**src/rtl/dmacsr_pkg.sv**
```systemverilog
package dmacsr_pkg;
  localparam int unsigned NUM_REGS = 8;
  localparam int unsigned REG_BYTES = 4;

  typedef enum logic [2:0] {
    IDX_SRST  = 3'd0,
    IDX_DCTL  = 3'd1,
    IDX_DSTAT = 3'd2,
    IDX_PSIZE = 3'd3,
    IDX_PCNT  = 3'd4,
    IDX_DEST  = 3'd5,
    IDX_OCTL  = 3'd6,
    IDX_OSTAT = 3'd7
  } reg_idx_e;

  typedef struct packed {
    logic cfg_err;
    logic done;
    logic busy;
  } dma_stat_t;
endpackage

```
**src/rtl/dmacsr_decode.sv**
```systemverilog
module dmacsr_decode #(
  parameter int unsigned ADDR_W = 8
) (
  input  logic [ADDR_W-1:0]                 addr,
  output logic [dmacsr_pkg::NUM_REGS-1:0]   hit
);
  import dmacsr_pkg::*;

  for (genvar i = 0; i < NUM_REGS; i++) begin : g_hit
    assign hit[i] = (addr == ADDR_W'(i * REG_BYTES));
  end
endmodule

```
**src/rtl/dmacsr_cfg.sv**
```systemverilog
module dmacsr_cfg #(
  parameter int unsigned SIZE_W = 16,
  parameter int unsigned CNT_W  = 16,
  parameter int unsigned DEST_W = 32
) (
  input  logic              clk,
  input  logic              rst_n,
  input  logic              soft_clr,
  input  logic              lock,
  input  logic              wr_size,
  input  logic              wr_cnt,
  input  logic              wr_dest,
  input  logic [SIZE_W-1:0] wsize,
  input  logic [CNT_W-1:0]  wcnt,
  input  logic [DEST_W-1:0] wdest,
  output logic [SIZE_W-1:0] size_q,
  output logic [CNT_W-1:0]  cnt_q,
  output logic [DEST_W-1:0] dest_q
);
  always_ff @(posedge clk) begin
    if (!rst_n || soft_clr) begin
      size_q <= '0;
      cnt_q  <= '0;
      dest_q <= '0;
    end else if (!lock) begin
      if (wr_size) size_q <= wsize;
      if (wr_cnt)  cnt_q  <= wcnt;
      if (wr_dest) dest_q <= wdest;
    end
  end
endmodule

```
**src/rtl/dmacsr_launch.sv**
```systemverilog
module dmacsr_launch (
  input  logic clk,
  input  logic rst_n,
  input  logic wr_srst,
  input  logic wr_ctl,
  input  logic wbit0,
  input  logic size_nz,
  input  logic cnt_nz,
  input  logic dma_busy,
  input  logic dma_done,
  output logic soft_clr,
  output logic dma_start,
  output logic done_q,
  output logic err_q
);
  logic armed_q;
  logic go_req;
  logic idle;
  logic launch;
  logic refuse;

  assign go_req = wr_ctl && wbit0;
  assign idle   = !dma_busy && !dma_start && !soft_clr;
  assign launch = go_req && idle && armed_q && size_nz && cnt_nz;
  assign refuse = go_req && idle && !(armed_q && size_nz && cnt_nz);

  always_ff @(posedge clk) begin
    if (!rst_n) begin
      soft_clr  <= 1'b0;
      dma_start <= 1'b0;
      armed_q   <= 1'b1;
      done_q    <= 1'b0;
      err_q     <= 1'b0;
    end else begin
      soft_clr  <= wr_srst && wbit0;
      dma_start <= launch;
      if (soft_clr) begin
        armed_q <= 1'b1;
        done_q  <= 1'b0;
        err_q   <= 1'b0;
      end else begin
        if (launch)   armed_q <= 1'b0;
        if (dma_done) done_q  <= 1'b1;
        if (refuse)   err_q   <= 1'b1;
      end
    end
  end
endmodule

```
**src/rtl/dmacsr_top.sv**
```systemverilog
module dmacsr_top #(
  parameter int unsigned ADDR_W = 8,
  parameter int unsigned SIZE_W = 16,
  parameter int unsigned CNT_W  = 16,
  parameter int unsigned DEST_W = 32
) (
  input  logic              clk,
  input  logic              rst_n,
  input  logic [ADDR_W-1:0] reg_addr,
  input  logic [31:0]       reg_wdata,
  input  logic              reg_we,
  input  logic              reg_re,
  output logic [31:0]       reg_rdata,
  output logic [SIZE_W-1:0] dma_size,
  output logic [CNT_W-1:0]  dma_count,
  output logic [DEST_W-1:0] dma_dest,
  output logic              dma_start,
  input  logic              dma_busy,
  input  logic              dma_done,
  output logic [31:0]       ord_ctrl,
  input  logic [31:0]       ord_status
);
  import dmacsr_pkg::*;

  localparam int unsigned DATA_W = 32;

  logic [NUM_REGS-1:0] hit;
  logic [NUM_REGS-1:0] wsel;
  logic                soft_clr;
  logic                done_q;
  logic                err_q;
  logic                lock;
  logic [31:0]         octl_q;
  logic [31:0]         rd_next;
  dma_stat_t           stat;

  dmacsr_decode #(.ADDR_W(ADDR_W)) u_dec (
    .addr (reg_addr),
    .hit  (hit)
  );

  assign wsel = hit & {NUM_REGS{reg_we}};
  assign lock = dma_busy || dma_start;

  dmacsr_cfg #(.SIZE_W(SIZE_W), .CNT_W(CNT_W), .DEST_W(DEST_W)) u_cfg (
    .clk      (clk),
    .rst_n    (rst_n),
    .soft_clr (soft_clr),
    .lock     (lock),
    .wr_size  (wsel[IDX_PSIZE]),
    .wr_cnt   (wsel[IDX_PCNT]),
    .wr_dest  (wsel[IDX_DEST]),
    .wsize    (reg_wdata[SIZE_W-1:0]),
    .wcnt     (reg_wdata[CNT_W-1:0]),
    .wdest    (reg_wdata[DEST_W-1:0]),
    .size_q   (dma_size),
    .cnt_q    (dma_count),
    .dest_q   (dma_dest)
  );

  dmacsr_launch u_launch (
    .clk       (clk),
    .rst_n     (rst_n),
    .wr_srst   (wsel[IDX_SRST]),
    .wr_ctl    (wsel[IDX_DCTL]),
    .wbit0     (reg_wdata[0]),
    .size_nz   (dma_size != '0),
    .cnt_nz    (dma_count != '0),
    .dma_busy  (dma_busy),
    .dma_done  (dma_done),
    .soft_clr  (soft_clr),
    .dma_start (dma_start),
    .done_q    (done_q),
    .err_q     (err_q)
  );

  always_ff @(posedge clk) begin
    if (!rst_n)              octl_q <= '0;
    else if (wsel[IDX_OCTL]) octl_q <= reg_wdata;
  end
  assign ord_ctrl = octl_q;

  assign stat = '{cfg_err: err_q, done: done_q, busy: dma_busy};

  always_comb begin
    rd_next = '0;
    if (hit[IDX_DSTAT]) rd_next = DATA_W'(stat);
    if (hit[IDX_PSIZE]) rd_next = DATA_W'(dma_size);
    if (hit[IDX_PCNT])  rd_next = DATA_W'(dma_count);
    if (hit[IDX_DEST])  rd_next = DATA_W'(dma_dest);
    if (hit[IDX_OCTL])  rd_next = octl_q;
    if (hit[IDX_OSTAT]) rd_next = ord_status;
  end

  always_ff @(posedge clk) begin
    if (!rst_n)      reg_rdata <= '0;
    else if (reg_re) reg_rdata <= rd_next;
  end
endmodule

```
**config.mk**
```make
export PLATFORM = sky130hd
export DESIGN_NAME = dmacsr_top
export DESIGN_NICKNAME = d
export VERILOG_FILES = /design/src/rtl/dmacsr_pkg.sv /design/src/rtl/dmacsr_decode.sv /design/src/rtl/dmacsr_cfg.sv /design/src/rtl/dmacsr_launch.sv /design/src/rtl/dmacsr_top.sv
export SDC_FILE = /design/constraint.sdc
export NUM_CORES = 1
export LEC_CHECK = 0
export BUFFER_PORTS_ARGS = -buffer_cell sky130_fd_sc_hd__buf_2
export CORE_MARGIN = 3
export CORE_UTILIZATION = 56
export CTS_BUF_LIST = sky130_fd_sc_hd__clkbuf_4 sky130_fd_sc_hd__clkbuf_8
export CTS_CLUSTER_DIAMETER = 150
export DETAILED_ROUTE_END_ITERATION = 12
export GPL_TIMING_DRIVEN = 1
export PLACE_DENSITY = 0.91
export SLEW_MARGIN = 20
export SYNTH_ARGS = -nofsm -noshare
export SYNTH_HDL_FRONTEND = slang
export SYNTH_HIERARCHICAL = 1
export SYNTH_SLANG_ARGS = --single-unit
```
**constraint.sdc**
```tcl
create_clock -name clk -period 5.65 [get_ports clk]
set_input_delay 0.8475 -clock clk [delete_from_list [all_inputs] [get_ports clk]]
set_output_delay 0.8475 -clock clk [all_outputs]
set_load 0.02 [all_outputs]
```
Yosys cells after proc, flatten, opt, wreduce, memory -nomap -nowiden
Index checks and enable logic that the tools add are counted.
{"block": "op_classes", "addsub": 0, "mul": 0, "n_div": 0, "magnitude_cmp": 0, "eq_ne": 7, "shift": 0, "muxes": 6, "n_bitwise": 3, "reduce_logical": 25}
{"cell": "$mux 32", "n": 5}
{"cell": "$eq 8x5->1 const B", "n": 4}
{"cell": "$reduce_bool 16->1", "n": 2}
{"cell": "$eq 8x4->1 const B", "n": 2}
{"cell": "$logic_and 1x1->1", "n": 11}
{"cell": "$eq 8x3->1 const B", "n": 1}
{"cell": "$logic_not 8->1", "n": 1}
{"cell": "$and 7x7->7", "n": 1}
{"cell": "$reduce_and 2->1", "n": 3}
{"cell": "$logic_not 1->1", "n": 5}
{"cell": "$mux 3", "n": 1}
{"cell": "$logic_or 1x1->1", "n": 2}
{"cell": "$not 1->1", "n": 2}
{"cell": "$reduce_or 2->1", "n": 1}
{"block": "totals", "regBits": 133, "latch_bits": 0, "mem_bits_rw": 0, "mem_bits_ro": 0, "inputBits": 78, "output_inout_bits": 129, "memories": 0}

Depth between registers and ports, before layout
Gate-level depths: netlist (run 1).
{"block": "depth", "word_depth": 7, "mapped_depth": 11, "ltp_nobuf": 6}

By module
Netlist (run 1), hierarchy kept.
{"module": "dmacsr_top", "n_inst": 1, "cells_per_inst": 405, "area_each_um2": 3181.8, "seq_area_each_um2": 1281.2}
{"module": "dmacsr_cfg", "n_inst": 1, "cells_per_inst": 285, "area_each_um2": 2434.8, "seq_area_each_um2": 1281.2}
{"module": "dmacsr_launch", "n_inst": 1, "cells_per_inst": 18, "area_each_um2": 188.9, "seq_area_each_um2": 100.1}
{"module": "dmacsr_decode", "n_inst": 1, "cells_per_inst": 15, "area_each_um2": 95.1, "seq_area_each_um2": 0.0}

Worst setup path before layout (run 1)
No wires, ideal clock.
{"block": "synth_path", "path_kind": "input to register", "start": "in reg_addr[5]", "end": "reg reg_rdata[10]", "setup_ns": 0.074, "arrival_time_ns": 2.739, "path_slack_ns": 2.837, "cell_stages": 8, "path_buffers": 2, "cell_sequence": "or4b_4 -> nor4_1 -> or2_1 -> buf_4 -> buf_4 -> a221oi_1 -> or3_1 -> a31oi_1"}
{"element": "start, declared", "line_no": "dmacsr_top.sv:9", "source": "input logic [ADDR_W-1:0] reg_addr,"}
{"element": "$eq 8x5->1", "line_no": "dmacsr_decode.sv:10", "source": "assign hit[i] = (addr == ADDR_W'(i * REG_BYTES));"}
{"element": "named net hit[5]", "line_no": "dmacsr_top.sv:27", "source": "logic [NUM_REGS-1:0] hit;"}
{"element": "$mux 32", "line_no": "dmacsr_top.sv:90", "source": "if (hit[IDX_DEST]) rd_next = DATA_W'(dma_dest);"}
{"element": "$mux 32", "line_no": "dmacsr_top.sv:91", "source": "if (hit[IDX_OCTL]) rd_next = octl_q;"}
{"element": "$mux 32", "line_no": "dmacsr_top.sv:92", "source": "if (hit[IDX_OSTAT]) rd_next = ord_status;"}
{"element": "end signal, assigned", "line_no": "dmacsr_top.sv:97", "source": "else if (reg_re) reg_rdata <= rd_next;"}
{"element": "end, declared", "line_no": "dmacsr_top.sv:13", "source": "output logic [31:0] reg_rdata,"}
The timed path passes the listed nets, and every way through them passes these cells.
A chain may end at the register's enable or synchronous reset.

Worst setup path after layout (run 1)
{"block": "layout_path", "start": "in reg_addr[5]", "end": "reg u_cfg.dest_q[14]"}
{"block": "layout_between", "elab_chain_cells": 3}
{"element": "$eq 8x5->1", "line_no": "dmacsr_decode.sv:10"}
{"element": "named net hit[5]", "line_no": "dmacsr_top.sv:27"}
{"element": "$and 7x7->7", "line_no": "dmacsr_top.sv:42", "source": "assign wsel = hit & {NUM_REGS{reg_we}};"}
{"element": "named net wsel[5]", "line_no": "dmacsr_top.sv:28", "source": "logic [NUM_REGS-1:0] wsel;"}
{"element": "$reduce_and 2->1 (no line)"}
{"element": "end signal, assigned", "line_no": "dmacsr_cfg.sv:28", "source": "if (wr_dest) dest_q <= wdest;"}
{"element": "end, declared", "line_no": "dmacsr_cfg.sv:18", "source": "output logic [DEST_W-1:0] dest_q"}
The timed path passes the listed nets, and every way through them passes these cells.

==> summary.txt, run 1 <==
Critical path
  – CP arrival: roughly 3.8 ns
  – CP Class: in -> reg
  – Worst EP required: approximately 6 ns
  – CP endpoint kind: register
  – Crit-path max FO: 17
  – R2R Setup Slk: approximately 3.6 ns
  – CP Cell Sequence: buf_2 > or4b_4 > nor4_1 > and2_1 > nor2b_2 > buf_4 > nand2_1 > a21oi_1
  – CP startpoint kind: input pin
  – Crit path max-delay cell type: nor4_1
  – Slowest stage delay, CP: 0.71 ns

Floorplanning
  – Die width: approximately 110 µm
  – Die ar.: 0.0118 mm²
  – Die Height: approximately 110 µm
  – Core area: ~0.01 mm²
  – Top-Level Pins: between 200 and 250
  – Number of cell rows: 36
  – Initial Utilization: 59.0%

Routing
  – Initial DRC count: 729
  – First-pass DRT Iterations: 6
  – Avg Vias per Cell: approximately 6.0
  – Via count: 6,233
  – Drt drc: 0
  – Drt total wl: 19,400 µm
  – Final ANT Viol Nets: 0
  – Wire per inst: about 19 µm

Timing
  – Slew margin rel.: between 30% and 40%
  – Fin Clk Skew: roughly 0.012 ns
  – Final WS setup: 2.24 ns
  – Fmax: around 0.29 GHz
  – Hold Fails Final Rpt: 0
  – Fin crit share: 60.3%
  – Worst-margin pin slew: between 1 and 1.5 ns
  – Min Tclk post-route: about 3.4 ns
  – Final Max Tran Viols: 0
  – Final setup vio count: 0
  – Unrepaired setup endpoints after global routing: no
  – Worst Hold Slack: approximately 0.47 ns
  – Fin Setup TNS: 0 ns

Power
  – Leakage: between 2 and 3 nW
  – Worst VDD drop: between 0.0001 and 0.00015 V
  – Pwr dens: about 260 mW/mm²
  – Tot Pwr: just under 0.002 W

Global routing
  – Vias in the first global route: ~5,600
  – Remaining Overflow, GRT: 0
  – Initial antenna violation count: 0
  – Largest net degree at the start of global routing: 70
  – Global-route wire length before repair: approximately 29,000 µm
  – GRT Util Overall: between 30% and 40%

Place
  – Post-DP HPWL: around 13,000 µm
  – IO buf count: about 200
  – GPL Wtd Cong: around 0.86
  – Pre-CTS setup slack: around 1.8 ns

Clock network
  – Num CTS Buffers: 17
  – Clk_lat worst skew: approximately 0.43 ns
  – Clk pin slew, worst setup/hold paths: around 0.080 ns
  – CTS resizes: 0
  – Clock Root Buffer: clkbuf_8
  – Cts hold-fix bufs: 0
  – CTS Buffer Depth: 2
  – Post-CTS Setup Inserts: 0
  – Clock sink count: 133
  – CTS tree: done
  – H-tree levels: 4

Yosys
  – Syn nets: 801
  – Seq/Total Area, Yosys: roughly 45%
  – Mapped Cells: roughly 720
  – Cell taking the most area after synthesis: dfxtp_1
  – Synthesized area: about 0.0059 mm²
  – Most used DFF post-synth: dfxtp_1
  – Leading cell types by count after synthesis: nand2_1 (196), dfxtp_1 (133), a21oi_1 (47)
  – Top-area cell type share of the netlist area: 45.1%
  – Number of synthesized register bits: roughly 130
  – Mean Syn Cell Area: approximately 8.2 µm²
  – Synth top area cells: dfxtp_1 (45%), nand2_1 (12%), a21boi_0 (4.3%)
  – Distinct cell type count after synthesis: 40
  – Warnings, synthesis: 6
  – EDFF count, synth: 0
  – Async set-reset flop share out of synthesis: 0%
  – Top-count cell post-synth: nand2_1

Final layout
  – # nets final: ~1,000
  – Synth-to-Final Area Change: 23.2%
  – Final core occ: a little over 70%
  – Diodes inserted: 0
  – Share of cells above drive strength 1: 32.9%

Run
  – Max-cap violations: 0

Outcome
  – Run status: completed

Hold path
  – Worst min path class: reg -> reg
[through the flow]
stage	cell area (µm²)	instances
4_1_cts	7270	1042
6_report	7270	1042
3_3_place_gp	6820	1010
5_1_grt	7270	1042
2_1_floorplan	5900	723
3_5_place_dp	6820	1010
[registers in the layout, indices dropped and copies added (netlist names)]
| signal | cells |
|---|---|
| u_cfg/cnt_q | 16 |
| u_launch/err_q | 1 |
| u_launch/armed_q | 1 |
| u_cfg/size_q | 16 |
| reg_rdata | 32 |
| ord_ctrl | 32 |
| u_cfg/dest_q | 32 |
| u_launch/dma_start | 1 |
| u_launch/done_q | 1 |
| u_launch/soft_clr | 1 |
[where the power goes]
part	internal (W)	total (W)	switching [W]
clock	0.000504	0.000877	0.000374
combinational	0.0000377	0.000102	0.0000640
sequential	0.000944	0.000947	0.00000339
total	0.00148	0.00193	0.000441
[worst paths after layout]
kind                       from                to  cells after the start
max                 reg_addr[5]  u_cfg/dest_q[14]                      8
min            u_cfg/dest_q[29]  u_cfg/dest_q[29]                      2
max reg2reg  u_launch/dma_start  u_cfg/dest_q[14]                      5
min reg2reg    u_cfg/dest_q[29]  u_cfg/dest_q[29]                      2
[cell usage in the layout, fill, tap and decap left out, types with 11 or more instances in the layout]
master,instances
or3_1,12
clkbuf_8,18
a21boi_0,34
nand2_2,20
nand2_1,196
a221oi_1,29
a21oi_1,47
o21ai_0,32
a21oi_2,20
dfxtp_1,133
inv_1,17
and2_1,20
buf_2,206
nor4_1,11
a31oi_1,16
o22ai_1,30
[cells by family after synthesis]
kind of cell / share of synthesized area (%)
AOI/OAI and AO/OA: 24.3
and+or+nand+nor: 23.4
DFF: 45.1
buffers and inverters: 7.15
[worst max-delay path, delay by kind of cell]
family          cells  cell delay [ns]
simple gates        5             2.29
buf+inv             2             0.48
compound gates      1             0.14
[routing by layer]
metal | vias up | share of wire (%) | GRT usage (%) | wire (µm)
met2 | 440 | 47 | 52.8 | 9120
met3 | 56 | 11 | 7.99 | 2150
li1 | 2857 | - | - | -
met5 | - | 0 | 0 | 0
met4 | 0 | 2.7 | 12.7 | 533
met1 | 2880 | 39 | 38.9 | 7600
[layout make-up]
cell class	instances	area, µm²
Fill cell	786	2730
Clock inverter	12	179
Multi-Input combinational cell	512	2840
Sequential cell	133	2660
Timing Repair Buffer	215	1100
Inverter	17	63.8
Tap cell	133	166
Clock buffer	20	263
Power figures use the tool's default switching activity.
==> run 2: changes to the inputs <==
Settings changed: CORE_UTILIZATION 56 to 52, PLACE_DENSITY 0.91 to 0.86.
Clock period 5.65 ns to 3.2 ns, I/O delays scaled along.
==> summary.txt, run 2 (same netlist as run 1, synthesis figures left out) <==
Outcome
  – Run status: completed

Critical path
  – CP arrival: 3.02 ns (-0.74 ns)
  – CP Class: in -> reg
  – Crit path max-delay cell type: nor2b_1
  – Worst Reg-to-Reg Cells: 4 (-1)
  – Reg2reg start: u_launch/dma_start
  – Worst EP required: 3.57 ns (-2.43 ns)
  – R2R Setup Slk: 1.46 ns (-2.16 ns)
  – Slowest stage delay, CP: 0.88 ns (+0.17 ns)
  – CP Cell Sequence: buf_2 > or4b_4 > nor4_1 > buf_4 > nor2b_1 > a221oi_1 > o22ai_1 > and2_1
  – Capturing point of the worst reg2reg path: u_cfg/size_q[13]
  – Worst Path Buf+Inv: 2 (unchanged)
  – CP endpoint kind: register
  – Crit-path max FO: 14 (-3)
  – CP startpoint kind: input pin
  – Largest delay share family, worst path: simple AND/OR/NAND/NOR gates

Floorplanning
  – Core area: 0.0110 mm² (+9.8%)
  – Number of cell rows: 38 (+5.6%)
  – Die ar.: 0.0127 mm² (+7.3%)
  – Initial Utilization: 53.7% (-5.3 points)
  – Die Height: 113 µm (+3.6%)
  – Die width: 113 µm (+3.6%)
  – Top-Level Pins: 207 (unchanged)

Final layout
  – Final design instance area without fill: 0.00733 mm² (+0.84%)
  – Most frequent cells in the layout: buf_2 (206), nand2_1 (196), dfxtp_1 (133)
  – Share of cells above drive strength 1: 33.1% (+0.18 points)
  – Multi-input combinational cell area: 0.00284 mm² (about the same)
  – Synth-to-Final Area Change: 24.3%
  – # fillers: 922 (+17%)
  – Register area: 0.00266 mm² (unchanged)
  – Diodes inserted: 0 (unchanged)
  – Commonest non-fill, non-tap cell in the layout: buf_2
  – # nets final: 979 (+0.51%)

Place
  – GPL Wtd Cong: 0.853 (-0.88%)
  – Post-place instance area: 0.00690 mm² (+1.1%)
  – Post-DP HPWL: 13,500 µm (+2.8%)
  – IO buf count: 206 (unchanged)
  – Pre-CTS setup slack: 0.210 ns (-1.61 ns)

Hold path
  – Hold Startpoint: dma_done
  – Worst min path class: in -> reg
  – Hold Crit Endpoint: u_launch/done_q
  – Hold Crit Depth: 3 (+1)

Timing
  – Slew margin rel.: 24.4% (-8.5 points)
  – Final setup vio count: 0 (unchanged)
  – Unrepaired setup endpoints after global routing: no
  – Final Max Tran Viols: 0 (unchanged)
  – Fmax: between 0.3 and 0.4 GHz
  – Min Tclk post-route: 2.65 ns
  – Fin crit share: between 80% and 90%
  – Fin Clk Skew: 0.0145 ns (+0.00229 ns)
  – Fin Setup TNS: 0 ns (unchanged)
  – Final WS setup: 0.548 ns (-1.70 ns)
  – Hold Fails Final Rpt: 0 (unchanged)
  – Worst-margin pin slew: 1.13 ns (+0.125 ns)

Global routing
  – Routing usage on met1: 39.6% (+0.67 points)
  – GRT Util Overall: 29.7% (-1.9 points)
  – Initial antenna violation count: 0 (unchanged)
  – Busiest grt layer: met2
  – Global-route wire length before repair: 30,000 µm (+4.3%)
  – Remaining Overflow, GRT: 0 (unchanged)
  – Largest net degree at the start of global routing: 69 (-1.4%)
  – Met3 Usage GRT: 7.12% (-0.88 points)
  – Vias in the first global route: 5,626 (+0.18%)
  – GRT met2 Usage: 47.1% (-5.7 points)

Clock network
  – Clk_lat worst skew: 0.43 ns (about the same)
  – Clk pin slew, worst setup/hold paths: 0.08 ns (about the same)
  – Clock sink count: 133 (unchanged)
  – H-tree levels: 4 (unchanged)
  – Cts hold-fix bufs: 0 (unchanged)
  – Num CTS Buffers: 17 (unchanged)
  – CTS tree: done
  – CTS Buffer Depth: 2 (unchanged)
  – CTS resizes: 0 (unchanged)
  – Clock Root Buffer: clkbuf_8
  – Post-CTS Setup Inserts: 0 (unchanged)

Routing
  – First-pass DRT Iterations: 6 (unchanged)
  – Final ANT Viol Nets: 0 (unchanged)
  – Avg Vias per Cell: 5.83 (-2.5%)
  – Initial DRC count: 688 (-5.6%)
  – Via count: 6,140 (-1.5%)
  – Drt drc: 0 (unchanged)
  – Wire per inst: 18.5 µm (-0.51%)
  – Drt total wl: 19,500 µm (+0.54%)

Power
  – Leakage: 2.94 nW (+0.46%)
  – Worst VDD drop: 0.000340 V (+130%)
  – Pwr dens: 463 mW/mm² (+75%)

Run
  – Max-cap violations: 0 (unchanged)
==> run 2: routing by layer <==
metal	routed length, µm	part of all wire [%]	vias up
li1	-	-	2862
met2	8990	46	369
met3	1840	9.5	44
met4	619	3.2	0
met1	8050	41	2865
met5	0	0	-
==> run 2: cell type report <==
cell class                 count  area share, %
multi-input combinational    512           38.7
clock buffer                  17           3.19
tap                          140           2.39
inverter                      17          0.870
sequential                   133           36.3
timing repair buffer         220           15.8
clock inverter                14           2.73
==> run 2: through the flow <==
stage	utilization [%]	hold slack [ns]	cells	power, W
2_1_floorplan	-	0.438	723	0.00179
3_3_place_gp	62.8	0.456	1022	0.00189
3_5_place_dp	62.8	0.461	1022	0.00189
4_1_cts	66.8	0.241	1053	0.00340
5_1_grt	66.8	0.243	1053	0.00350
6_report	66.8	0.260	1053	0.00339
==> run 2: worst max path at each step <==
stage                            from            end  slack (ns)  depth (start not counted)
final                     reg_addr[5]  reg_rdata[20]        0.55                          8
after global routing      reg_addr[5]  reg_rdata[20]        0.42                          8
after CTS                 reg_addr[5]  reg_rdata[20]        0.64                          8
after global placement    reg_addr[5]  reg_rdata[20]        0.32                          8
after detailed placement  reg_addr[5]  reg_rdata[27]        0.21                          8
after floorplan           reg_addr[5]  reg_rdata[10]        0.75                          8
==> run 2: power breakdown <==
| part | total, W | switching (W) | internal, W |
|---|---|---|---|
| Clock | 0.00153 | 0.000681 | 0.000854 |
| Sequential | 0.00167 | 0.00000684 | 0.00167 |
| Combinational | 0.000187 | 0.000118 | 0.0000686 |
| Total | 0.00339 | 0.000806 | 0.00259 |
==> run 2: worst reg2reg max path, stage by stage, from the launching register on <==
cell      delay (ns)
dfxtp_1         0.35
or2_2           0.36
nand2b_1        0.59
nand2_1         0.25
a21oi_1         0.09
==> run 3: changes to the inputs <==
Settings changed: ABC_AREA set to 1, CORE_UTILIZATION 52 to 53.
Clock period 3.2 ns to 2.7 ns, I/O delays scaled along.
==> summary.txt, run 3 <==
Outcome
  – Run status: completed

Clock network
  – Clock Root Buffer: clkbuf_8
  – Clk_lat worst skew: 0.45 ns (+0.02 ns)
  – CTS tree: done
  – Cts hold-fix bufs: 0 (unchanged)
  – Clock sink count: 133 (unchanged)
  – Post-CTS Setup Inserts: 0 (unchanged)
  – CTS resizes: 0 (unchanged)
  – Num CTS Buffers: 17 (unchanged)
  – Clk pin slew, worst setup/hold paths: 0.07 ns (about the same)
  – CTS Buffer Depth: 2 (unchanged)
  – H-tree levels: 4 (unchanged)

Power
  – Worst VDD drop: 0.000375 V (+10%)
  – Pwr dens: 526 mW/mm² (+14%)
  – Switching share of power: 23.7% (about the same)
  – Internal cell power: 0.00317 W (+22%)
  – Flop pwr share: 48.1% (-1.2 points)
  – Leakage: 3.89 nW (+32%)
  – Comb pwr share: 7.8% (+2.3 points)
  – Clock power frac: 44.1% (-1.1 points)
  – Net load switching power: 0.000986 W (+22%)

Critical path
  – Worst EP required: 3.08 ns (-0.49 ns)
  – Reg2reg start: u_launch/dma_start
  – Crit-path max FO: 18 (+4)
  – CP startpoint kind: input pin
  – R2R Setup Slk: 0.99 ns (-0.47 ns)
  – CP arrival: 2.13 ns (-0.89 ns)
  – Worst Setup SP: reg_addr[7]
  – CP Class: in -> reg
  – CP endpoint kind: register

Hold path
  – Hold Startpoint: dma_done
  – Worst min path class: in -> reg

Global routing
  – Vias in the first global route: 6,105 (+8.5%)
  – Remaining Overflow, GRT: 0 (unchanged)
  – Global-route wire length before repair: 31,100 µm (+3.8%)
  – Largest net degree at the start of global routing: 65 (-5.8%)
  – GRT Util Overall: 29.5% (-0.16 points)
  – Initial antenna violation count: 0 (unchanged)

Yosys
  – Mapped Cells: 984 (+36%)
  – Synth top area cells: dfxtp_1 (41%), nor2_1 (14%), nand2_1 (11%)
  – Top-area cell type share of the netlist area: 41.4% (-3.7 points)
  – Syn nets: 1,062 (+33%)
  – Largest family of logic cells by synthesized area: simple AND/OR/NAND/NOR gates
  – Post-synthesis mux area share: 0% (unchanged)
  – EDFF count, synth: 0 (unchanged)
  – Async set-reset flop share out of synthesis: 0% (unchanged)
  – Synthesized area: 0.00642 mm² (+8.9%)
  – Leading cell types by count after synthesis: nor2_1 (244), nand2_1 (181), dfxtp_1 (133)
  – Synth Area in Simple Gates: 32.4% (+9.0 points)
  – Seq/Total Area, Yosys: 41.4% (-3.7 points)
  – XOR/XNOR Fraction of Synth Area: 0% (unchanged)
  – Synth Area in Adders: 0% (unchanged)
  – Cell taking the most area after synthesis: dfxtp_1
  – Number of synthesized register bits: 133 (unchanged)
  – Mean Syn Cell Area: 6.53 µm² (-20%)
  – Distinct cell type count after synthesis: 24 (-40%)
  – Most used DFF post-synth: dfxtp_1
  – Top-count cell post-synth: nor2_1
  – Synth Area in Compound Gates: 14.6% (-9.7 points)
  – Warnings, synthesis: 6 (unchanged)

Routing
  – Avg Vias per Cell: 5.29 (-9.3%)
  – Final ANT Viol Nets: 0 (unchanged)
  – Drt total wl: 20,300 µm (+4.2%)
  – First-pass DRT Iterations: 5 (-1)
  – Via count: 6,958 (+13%)
  – Initial DRC count: 757 (+10%)
  – Wire per inst: 15.4 µm (-17%)
  – Drt drc: 0 (unchanged)

Place
  – Post-DP HPWL: 14,200 µm (+5.2%)
  – IO buf count: 206 (unchanged)
  – GPL Wtd Cong: 0.928 (+8.7%)

Timing
  – Unrepaired setup endpoints after global routing: no
  – Fin crit share: around 65%
  – Slew margin rel.: 53.5% (+29 points)
  – Final setup vio count: 0 (unchanged)
  – Fin Clk Skew: 0.0106 ns (-0.00383 ns)
  – Min Tclk post-route: approximately 1.7 ns
  – Hold Fails Final Rpt: 0 (unchanged)
  – Worst-margin pin slew: 0.697 ns (-0.434 ns)
  – Fin Setup TNS: 0 ns (unchanged)
  – Fmax: ~0.57 GHz
  – Final Max Tran Viols: 0 (unchanged)

Final layout
  – Final core occ: 67.9% (+1.1 points)
  – # fillers: 1,027 (+11%)
  – Diodes inserted: 0 (unchanged)
  – Share of cells above drive strength 1: 23.5% (-9.6 points)
  – Register area: 0.00266 mm² (unchanged)
  – Most frequent cells in the layout: nor2_1 (239), buf_2 (206), nand2_1 (181)
  – Multi-input combinational cell area: 0.00305 mm² (+7.6%)
  – Commonest non-fill, non-tap cell in the layout: nor2_1
  – # nets final: 1,237 (+26%)
  – Synth-to-Final Area Change: 22.7%

Floorplanning
  – Core area: 0.0116 mm² (+5.7%)
  – Die ar.: 0.0135 mm² (+6.5%)
  – Initial Utilization: 55.3% (+1.6 points)
  – Top-Level Pins: 207 (unchanged)
  – Die Height: 116 µm (+3.2%)
  – Die width: 116 µm (+3.2%)
  – Number of cell rows: 39 (+2.6%)

Run
  – Max-cap violations: 0 (unchanged)
## run 3: cell types whose count changed in the layout (fill, tap and decap cells not counted), sizes merged, moves of 8 or more
| cell | before | now |
|---|---|---|
| nand2 | 216 | 183 |
| nand2b | 8 | 0 |
| o211ai | 2 | 26 |
| or3 | 12 | 0 |
| a221oi | 29 | 0 |
| and2 | 20 | 0 |
| o21ai | 32 | 80 |
| a31oi | 16 | 0 |
| nand3 | 0 | 70 |
| nor2 | 6 | 250 |
| inv | 20 | 101 |
| o22ai | 30 | 0 |
| clkbuf | 17 | 25 |
| a21boi | 34 | 0 |
## run 3: power by group through the flow
stage                     logic, W  clock network (W)  registers, W
final                     0.000324            0.00183       0.00200
after global routing      0.000359            0.00192       0.00200
after CTS                 0.000320            0.00185       0.00200
after detailed placement  0.000318                  0       0.00204
after global placement    0.000312                  0       0.00204
after floorplan           0.000149                  0       0.00207
## run 3: layout make-up
| type | count | share of cell area, % |
|---|---|---|
| sequential | 133 | 33.8 |
| timing repair buffer | 221 | 14.8 |
| inverter | 101 | 4.84 |
| multi-input combinational | 685 | 38.7 |
| tap | 143 | 2.27 |
| clock inverter | 7 | 1.49 |
| clock buffer | 25 | 4.13 |
## run 3: logic make-up after synthesis
group / Yosys count
simple gates: 514
compound gates: 171
buf+inv: 166
flops: 133
## run 3: path summary, 6_finish.rpt
kind	to	depth (start not counted)
max	u_cfg/dest_q[25]	12
min	u_launch/done_q	3
max reg2reg	u_cfg/cnt_q[10]	6
min reg2reg	u_launch/err_q	2
## run 3: through the flow
step | hold WS, ns | worst slack (ns) | power, W | instance area (µm²) | cells
2_1_floorplan | 0.418 | 0.762 | 0.00222 | 6420 | 984
3_3_place_gp | 0.444 | 0.579 | 0.00235 | 7440 | 1283
3_5_place_dp | 0.453 | 0.504 | 0.00236 | 7440 | 1283
4_1_cts | 0.168 | 0.986 | 0.00416 | 7890 | 1315
5_1_grt | 0.219 | 0.733 | 0.00428 | 7890 | 1315
6_report | 0.192 | 0.950 | 0.00415 | 7890 | 1315
## run 3: routing by layer
| layer | GRT usage, % | vias to the layer above | share of wire [%] |
|---|---|---|---|
| met1 | 41.1 | 3114 | 42 |
| met2 | 45.0 | 344 | 45 |
| met3 | 7.31 | 44 | 10 |
| met5 | 0 | - | 0 |
| li1 | - | 3456 | - |
| met4 | 9.90 | 0 | 2.7 |
## run 3: worst max-delay path, stage by stage
cell	delay (ns)
buf_2	0.10
nor2_1	0.12
nand2_1	0.21
nor2_2	0.32
nand2_1	0.08
inv_1	0.08
buf_4	0.19
inv_1	0.08
nor2_2	0.09
buf_4	0.25
nor2_1	0.08
nor2_1	0.11
